==> src/rtl/npc_pkg.sv <==
package npc_pkg;

    typedef enum logic [2:0] {
        CTL_SEQ   = 3'd0,
        CTL_BEQ   = 3'd1,
        CTL_BNE   = 3'd2,
        CTL_JMP   = 3'd3,
        CTL_JAL   = 3'd4,
        CTL_JREG  = 3'd5,
        CTL_JREGL = 3'd6,
        CTL_RSVD  = 3'd7
    } ctl_class_e;

    // Register that receives the return address when none is named.
    localparam int unsigned LINK_DEFAULT = 31;

endpackage

==> src/rtl/npc_step_add.sv <==
// Sequential address and PC-relative branch target.
module npc_step_add #(
    parameter int unsigned XLEN    = 32,
    parameter int unsigned OFF_W   = 16,
    parameter int unsigned ALIGN_W = 2
) (
    input  logic [XLEN-1:0]  pc,
    input  logic [OFF_W-1:0] offset,
    output logic [XLEN-1:0]  pc_step,
    output logic [XLEN-1:0]  br_tgt
);
    localparam int unsigned EXT_W = XLEN - OFF_W - ALIGN_W;
    localparam logic [XLEN-1:0] INSTR_BYTES = XLEN'(1 << ALIGN_W);

    logic [XLEN-1:0] disp;

    always_comb begin
        disp    = {{EXT_W{offset[OFF_W-1]}}, offset, {ALIGN_W{1'b0}}};
        pc_step = pc + INSTR_BYTES;
        br_tgt  = pc_step + disp;
    end
endmodule

==> src/rtl/npc_cond.sv <==
// Operand equality for conditional branches.
module npc_cond #(
    parameter int unsigned XLEN = 32
) (
    input  logic [XLEN-1:0] lhs,
    input  logic [XLEN-1:0] rhs,
    output logic            same
);
    always_comb begin
        same = (lhs == rhs);
    end
endmodule

==> src/rtl/npc_select.sv <==
// Chooses the next address and link write from the control class.
module npc_select
    import npc_pkg::*;
#(
    parameter int unsigned XLEN    = 32,
    parameter int unsigned JFLD_W  = 26,
    parameter int unsigned RIDX_W  = 5,
    parameter int unsigned ALIGN_W = 2
) (
    input  logic [2:0]        ctl,
    input  logic [XLEN-1:0]   pc_step,
    input  logic [XLEN-1:0]   br_tgt,
    input  logic              same,
    input  logic [XLEN-1:0]   reg_tgt,
    input  logic [JFLD_W-1:0] jfield,
    input  logic [RIDX_W-1:0] lsel,
    output logic [XLEN-1:0]   sel_pc,
    output logic              sel_redirect,
    output logic              sel_lwe,
    output logic [RIDX_W-1:0] sel_lidx,
    output logic [XLEN-1:0]   sel_lval,
    output logic              sel_aerr
);
    localparam int unsigned UPPER_W = XLEN - JFLD_W - ALIGN_W;
    localparam logic [RIDX_W-1:0] DEF_IDX = RIDX_W'(LINK_DEFAULT);

    logic [XLEN-1:0]   jmp_tgt;
    logic              reg_ok;
    logic [RIDX_W-1:0] named_idx;

    always_comb begin
        jmp_tgt   = {pc_step[XLEN-1 -: UPPER_W], jfield, {ALIGN_W{1'b0}}};
        reg_ok    = (reg_tgt[ALIGN_W-1:0] == '0);
        named_idx = (lsel == '0) ? DEF_IDX : lsel;

        sel_pc       = pc_step;
        sel_redirect = 1'b0;
        sel_lwe      = 1'b0;
        sel_lidx     = '0;
        sel_lval     = '0;
        sel_aerr     = 1'b0;

        unique case (ctl_class_e'(ctl))
            CTL_SEQ, CTL_RSVD: begin
            end
            CTL_BEQ: begin
                if (same) begin
                    sel_pc       = br_tgt;
                    sel_redirect = 1'b1;
                end
            end
            CTL_BNE: begin
                if (!same) begin
                    sel_pc       = br_tgt;
                    sel_redirect = 1'b1;
                end
            end
            CTL_JMP: begin
                sel_pc       = jmp_tgt;
                sel_redirect = 1'b1;
            end
            CTL_JAL: begin
                sel_pc       = jmp_tgt;
                sel_redirect = 1'b1;
                sel_lwe      = 1'b1;
                sel_lidx     = DEF_IDX;
                sel_lval     = pc_step;
            end
            CTL_JREG: begin
                if (reg_ok) begin
                    sel_pc       = reg_tgt;
                    sel_redirect = 1'b1;
                end else begin
                    sel_aerr = 1'b1;
                end
            end
            CTL_JREGL: begin
                if (reg_ok) begin
                    sel_pc       = reg_tgt;
                    sel_redirect = 1'b1;
                    sel_lwe      = 1'b1;
                    sel_lidx     = named_idx;
                    sel_lval     = pc_step;
                end else begin
                    sel_aerr = 1'b1;
                end
            end
        endcase
    end
endmodule

==> src/rtl/npc_unit.sv <==
// Next fetch address unit: combinational resolve, registered results.
module npc_unit #(
    parameter int unsigned XLEN    = 32,
    parameter int unsigned OFF_W   = 16,
    parameter int unsigned JFLD_W  = 26,
    parameter int unsigned RIDX_W  = 5,
    parameter int unsigned ALIGN_W = 2
) (
    input  logic              clk,
    input  logic              rst_n,
    input  logic [XLEN-1:0]   cur_pc,
    input  logic [2:0]        ctl_class,
    input  logic [XLEN-1:0]   opnd_a,
    input  logic [XLEN-1:0]   opnd_b,
    input  logic [OFF_W-1:0]  br_offset,
    input  logic [JFLD_W-1:0] jmp_field,
    input  logic [RIDX_W-1:0] link_sel,
    output logic [XLEN-1:0]   nxt_pc,
    output logic              redirect,
    output logic              link_we,
    output logic [RIDX_W-1:0] link_idx,
    output logic [XLEN-1:0]   link_val,
    output logic              align_err
);
    logic [XLEN-1:0]   pc_step;
    logic [XLEN-1:0]   br_tgt;
    logic              same;
    logic [XLEN-1:0]   sel_pc;
    logic              sel_redirect;
    logic              sel_lwe;
    logic [RIDX_W-1:0] sel_lidx;
    logic [XLEN-1:0]   sel_lval;
    logic              sel_aerr;

    npc_step_add #(.XLEN(XLEN), .OFF_W(OFF_W), .ALIGN_W(ALIGN_W)) u_step (
        .pc      (cur_pc),
        .offset  (br_offset),
        .pc_step (pc_step),
        .br_tgt  (br_tgt)
    );

    npc_cond #(.XLEN(XLEN)) u_cond (
        .lhs  (opnd_a),
        .rhs  (opnd_b),
        .same (same)
    );

    npc_select #(
        .XLEN(XLEN), .JFLD_W(JFLD_W), .RIDX_W(RIDX_W), .ALIGN_W(ALIGN_W)
    ) u_sel (
        .ctl          (ctl_class),
        .pc_step      (pc_step),
        .br_tgt       (br_tgt),
        .same         (same),
        .reg_tgt      (opnd_a),
        .jfield       (jmp_field),
        .lsel         (link_sel),
        .sel_pc       (sel_pc),
        .sel_redirect (sel_redirect),
        .sel_lwe      (sel_lwe),
        .sel_lidx     (sel_lidx),
        .sel_lval     (sel_lval),
        .sel_aerr     (sel_aerr)
    );

    always_ff @(posedge clk) begin
        if (!rst_n) begin
            nxt_pc    <= '0;
            redirect  <= 1'b0;
            link_we   <= 1'b0;
            link_idx  <= '0;
            link_val  <= '0;
            align_err <= 1'b0;
        end else begin
            nxt_pc    <= sel_pc;
            redirect  <= sel_redirect;
            link_we   <= sel_lwe;
            link_idx  <= sel_lidx;
            link_val  <= sel_lval;
            align_err <= sel_aerr;
        end
    end
endmodule

==> config.mk <==
export PLATFORM = sky130hd
export DESIGN_NAME = npc_unit
export DESIGN_NICKNAME = d
export VERILOG_FILES = /design/src/rtl/npc_pkg.sv /design/src/rtl/npc_step_add.sv /design/src/rtl/npc_cond.sv /design/src/rtl/npc_select.sv /design/src/rtl/npc_unit.sv
export SDC_FILE = /design/constraint.sdc
export NUM_CORES = 1
export LEC_CHECK = 0
export BUFFER_PORTS_ARGS = -buffer_cell sky130_fd_sc_hd__buf_2
export CAP_MARGIN = 30
export CORE_MARGIN = 10
export CORE_UTILIZATION = 47
export CTS_BUF_LIST = sky130_fd_sc_hd__clkbuf_4
export CTS_CLUSTER_DIAMETER = 120
export DETAILED_ROUTE_END_ITERATION = 7
export PLACE_DENSITY = 0.89
export SETUP_SLACK_MARGIN = 0.02
export SYNTH_ARGS = -nofsm -noshare
export SYNTH_HDL_FRONTEND = slang
export SYNTH_SLANG_ARGS = --single-unit
==> constraint.sdc <==
create_clock -name clk -period 8.8 [get_ports clk]
set_input_delay 1.76 -clock clk [delete_from_list [all_inputs] [get_ports clk]]
set_output_delay 1.76 -clock clk [all_outputs]
set_load 0.005 [all_outputs]
### Word level (Yosys, flattened, before mapping)

Cells that the tools add are included.

| word-level totals | value |
|---|---|
| input port bits | 148 |
| output and inout port bits | 72 |
| register bits | 72 |

| operators by class | value |
|---|---|
| equality and inequality tests | 7 |
| reductions and logical operators | 5 |
| add/sub/neg operators | 2 |
| mux-type cells | 15 |

Operator list:

| cell | number |
|---|---|
| $mux W32 | 4 |
| $pmux W32 S4 | 1 |
| $pmux W32 S2 | 1 |
| $add A32 B3 Y32 const B | 1 |
| $add A32 B32 Y32 | 1 |
| $eq A32 B32 Y1 | 1 |
| $mux W5 | 2 |
| $pmux W5 S2 | 1 |
| $eq A3 B3 Y1 const B | 3 |
| $eq A3 B2 Y1 const B | 2 |
| $logic_not A5 Y1 | 1 |
| $mux W1 | 4 |
| $pmux W1 S4 | 1 |
| $reduce_or A2 Y1 | 2 |
| $eq A3 B1 Y1 const B | 1 |
| $logic_not A2 Y1 | 1 |
| $pmux W1 S2 | 1 |
| $reduce_and A2 Y1 | 1 |

### Depth between registers and ports, before layout

| logic depth | value |
|---|---|
| depth in word-level cells | 4 |
| gate-level depth with buffers | 18 |
| gate-level depth less buffers | 17 |

### Cells and area by module

From an unflattened synthesis, not the netlist that was laid out.

| unflattened totals | value |
|---|---|
| cell total of the unflattened synthesis | 911 |
| area total of the unflattened synthesis | 7249.5 um^2 |

By module, submodules not included:

| module | cells each | sequential area each (um^2) | area an instance (um^2) | times used |
|---|---|---|---|---|
| npc_select | 416 | 0.0 | 2738.9 | 1 |
| npc_step_add | 301 | 0.0 | 2147.1 | 1 |
| npc_unit | 151 | 1441.4 | 2016.9 | 1 |
| npc_cond | 43 | 0.0 | 346.6 | 1 |

### Worst setup path after synthesis

No wires, ideal clock.

| timing | value |
|---|---|
| path kind | input to register |
| from | input cur_pc[5] |
| to | register nxt_pc[31] |
| required time | 8.679 ns |
| stages on the path | 17 |
| arrival | 4.589 ns |
| buffers on the path | 1 |
| slack | 4.090 ns |
| setup time | 0.121 ns |
| cell sequence | nand4_1 -> nor2_1 -> and3_1 -> clkbuf_1 -> nand2_1 -> xor2_1 -> inv_1 -> ha_1 -> nand2_1 -> or3_1 -> o22a_1 -> o21ai_2 -> nor4b_4 -> or4_1 -> a31oi_1 -> xnor2_1 -> o21ai_1 |

| between the ends | value |
|---|---|
| cells in the longest elaborated chain, start to end | 4 |

Ends and longest elaborated chain:

| item | RTL line | text |
|---|---|---|
| from (decl) | npc_unit.sv:11 | `input logic [XLEN-1:0] cur_pc,` |
| $add A32 B3 Y32 (*) | npc_step_add.sv:19 | `pc_step = pc + INSTR_BYTES;` |
| $add A32 B32 Y32 | npc_step_add.sv:20 | `br_tgt = pc_step + disp;` |
| $mux W32, on equally long branches | npc_select.sv:53, npc_select.sv:47 |  |
| $pmux W32 S4 (*) | npc_select.sv:43 | `unique case (ctl_class_e'(ctl))` |
| to (signal assigned) | npc_unit.sv:75 | `nxt_pc <= sel_pc;` |
| to (decl) | npc_unit.sv:18 | `output logic [XLEN-1:0] nxt_pc,` |

Mark *: on every way between the ends. The rest lies on a longest branch, timed or not.
A chain may end at the register's enable or synchronous reset.

### Worst setup path in the final report

Same ends and word-level chain as after synthesis.

==> reports/summary.txt <==
status - complete, no violations
Worst VDD drop - 110 uV
area occupied by multi-input gates - 3510 um2
largest area contributor in the netlist - dfxtp_1
Seq/Total Area, Yosys - 28.0%
CP peak stage delay - 520 ps
CTS tree - done
final period utilization - 55.9%
Final Max Slew Viols - 0
first-pass GRT wire length - 30.6 mm
core footprint - 10800 um2
most frequent cell after synthesis - dfxtp_1
CP Launch Type - input port
postcts setup bufs - 0
Leak - 3.08 nW
Area contributors post-synth - dfxtp_1 (28%), xnor2_1 (9.9%), ha_1 (9.2%), xor2_1 (4.6%), nand2_1 (4.5%)
fmax - 203 MHz
Initial Util - 47.6%
RSZ-0062 raised after global routing - false
deepest clock path buffer count - 2
global route overflow - 0
Die Wd - 125 um
Mapped Area - 5140 um2
Setup-failing EPs final - 0
EDFF count, synth - 0
relative slew slack - 42.5%
synth cell count leaders - dfxtp_1 (72), nand2_1 (62), xnor2_1 (58)
Min Hold Slack - 1530 ps
WS Path Type - in -> reg
Yosys top cell area share - 28.0%
FP Rows - 38
CTS root buf - clkbuf_4
Hold Crit Class - in -> reg
CTS buffer count - 9
area delta synth->final - 25.8%
Worst-path clk slew - 110 ps
Final ANT Viol Nets - 0
initial antenna violation count - 2
average size of a mapped cell - 8.09 um2
pwr dens - 127 nW/um2
FF+latch count, synth - 72
# clock sinks - 72
vias per cell - 5.67
vias in the first global route - 5624
Seq. cell area - 1440 um2
gr usage total - 24.5%
Final Net Count - 1034
DRC - 0
Mapped Cells - 636
PostCTS Resize Cnt - 0
Ys Warns - 0
Max Cap Violations - 0
wire per inst - 20.2 um
Top Ports - 220
# port buffers - 219
Async SR Flop Fraction - 0%
post-synthesis cell type count - 59
Final HPWL DP - 16.3 mm
htree depth - 3
Iteration-0 DRC Markers - 559
layout cells sized above 1 - 29.5%
Setup crit end kind - flop
FILL cells - 995
Via Count - 5638
Req. time, crit path - 9150 ps
Mapped Nets - 823
setup TNS - 0 ps
Placed Cells - 976
largest net degree at the start of global routing - 28
Final min period - 4920 ps
critical path fanouts, max - 5
top_reg_cell synth - dfxtp_1
Slowest-stage cell, CP - or4_1
Worst EP arrival - 5270 ps
Fin. Hold Viols - 0
Tightest Pin Transition - 859 ps
First-pass DRT Iterations - 6
hold buffer count at CTS - 0
die area - 15500 um2
Final Wtd Congestion - 0.956
Final Instance Count excl. Fillers - 994
cell breakdown of the critical path - buf_2, nand4_1, nor2_1, nand3_1, nor2_1, nand3_1, xnor2_1, ha_1, nand2_1, or3_1, o22a_1, o21ai_2, nor4b_4, or4_1, a31oi_1, xnor2_1, o21ai_1
die height - 125 um
final wirelength - 20.1 mm
==> cell families after synthesis <==
family,count (synthesis),synth area share (%)
DFF,72,28.0
muxes,3,0.633
and+or+nand+nor,228,22.4
xor gates and xnor gates,85,14.5
buffers and inverters,49,3.82
AOI/OAI and AO/OA,160,21.0
adders and majority gates,39,9.64
==> cells in the final DEF, fill, tap and decap left out, types with 4 or more instances in the layout <==
master    instances
buf_2           220
dfxtp_1          72
nand2_1          62
xnor2_1          58
nor2_1           54
a21oi_1          38
ha_1             38
xor2_1           27
nand3_1          25
inv_1            24
and2_1           23
o21ai_0          21
nand4_1          15
a22oi_1          14
a222oi_1         13
a21o_1           10
nand2b_1         10
clkbuf_4         10
a31oi_1           9
a21boi_0          8
and3_1            7
o211ai_1          7
nor3_1            6
o21a_1            6
nor2b_1           5
o21ai_1           5
o22ai_1           5
buf_4             5
nand3b_1          4
o221ai_1          4
==> final timing paths <==
kind	to	slack, ps	start	depth (start not counted)
setup / recovery	nxt_pc[31]	3880	cur_pc[5]	17
hold / removal	link_idx[1]	1530	link_sel[1]	3
==> per-layer routing <==
metal  vias up  GRT usage, %  share of wire [%]
li1       2708             -                  -
met1      2581          29.4                 41
met2       304          39.6                 46
met3        45          7.96                9.5
met4         0          9.66                3.3
met5         -             0                  0
==> critical path, delay by kind of cell <==
family,cells,cell delay [ps]
compound gates,4,520
buf+inv,1,130
simple gates,9,2090
xor+xnor,2,460
fa+ha+maj,1,330
==> metrics by stage <==
| step | cell area [um2] | util (%) | power (mW) | setup slack, ps |
|---|---|---|---|---|
| after floorplan | 5140 | - | 0.524 | 4090 |
| after global placement | 6350 | 58.8 | 0.634 | 3610 |
| after detailed placement | 6350 | 58.9 | 0.636 | 3440 |
| after CTS | 6460 | 59.9 | 0.819 | 3920 |
| after global routing | 6470 | 59.9 | 0.863 | 3620 |
| final | 6470 | 59.9 | 0.820 | 3880 |
==> flip-flops by register name, summed over array words and instances (netlist names) <==
name,count
align_err,1
link_idx,5
link_val,32
link_we,1
nxt_pc,32
redirect,1
==> layout make-up <==
cell class,instances,area share (%)
sequential,72,22.3
tap,140,2.71
antenna,2,0.0774
clock inverter,6,0.542
inverter,24,1.39
timing repair buffer,225,17.6
clock buffer,10,1.16
multi-input combinational,515,54.2
==> where the power goes <==
part,internal [mW],total (mW),switching [mW]
Sequential,0.344,0.348,0.00433
Clock,0.0597,0.185,0.126
Combinational,0.123,0.287,0.164
Total,0.526,0.820,0.294
Power figures use the tool's default switching activity.
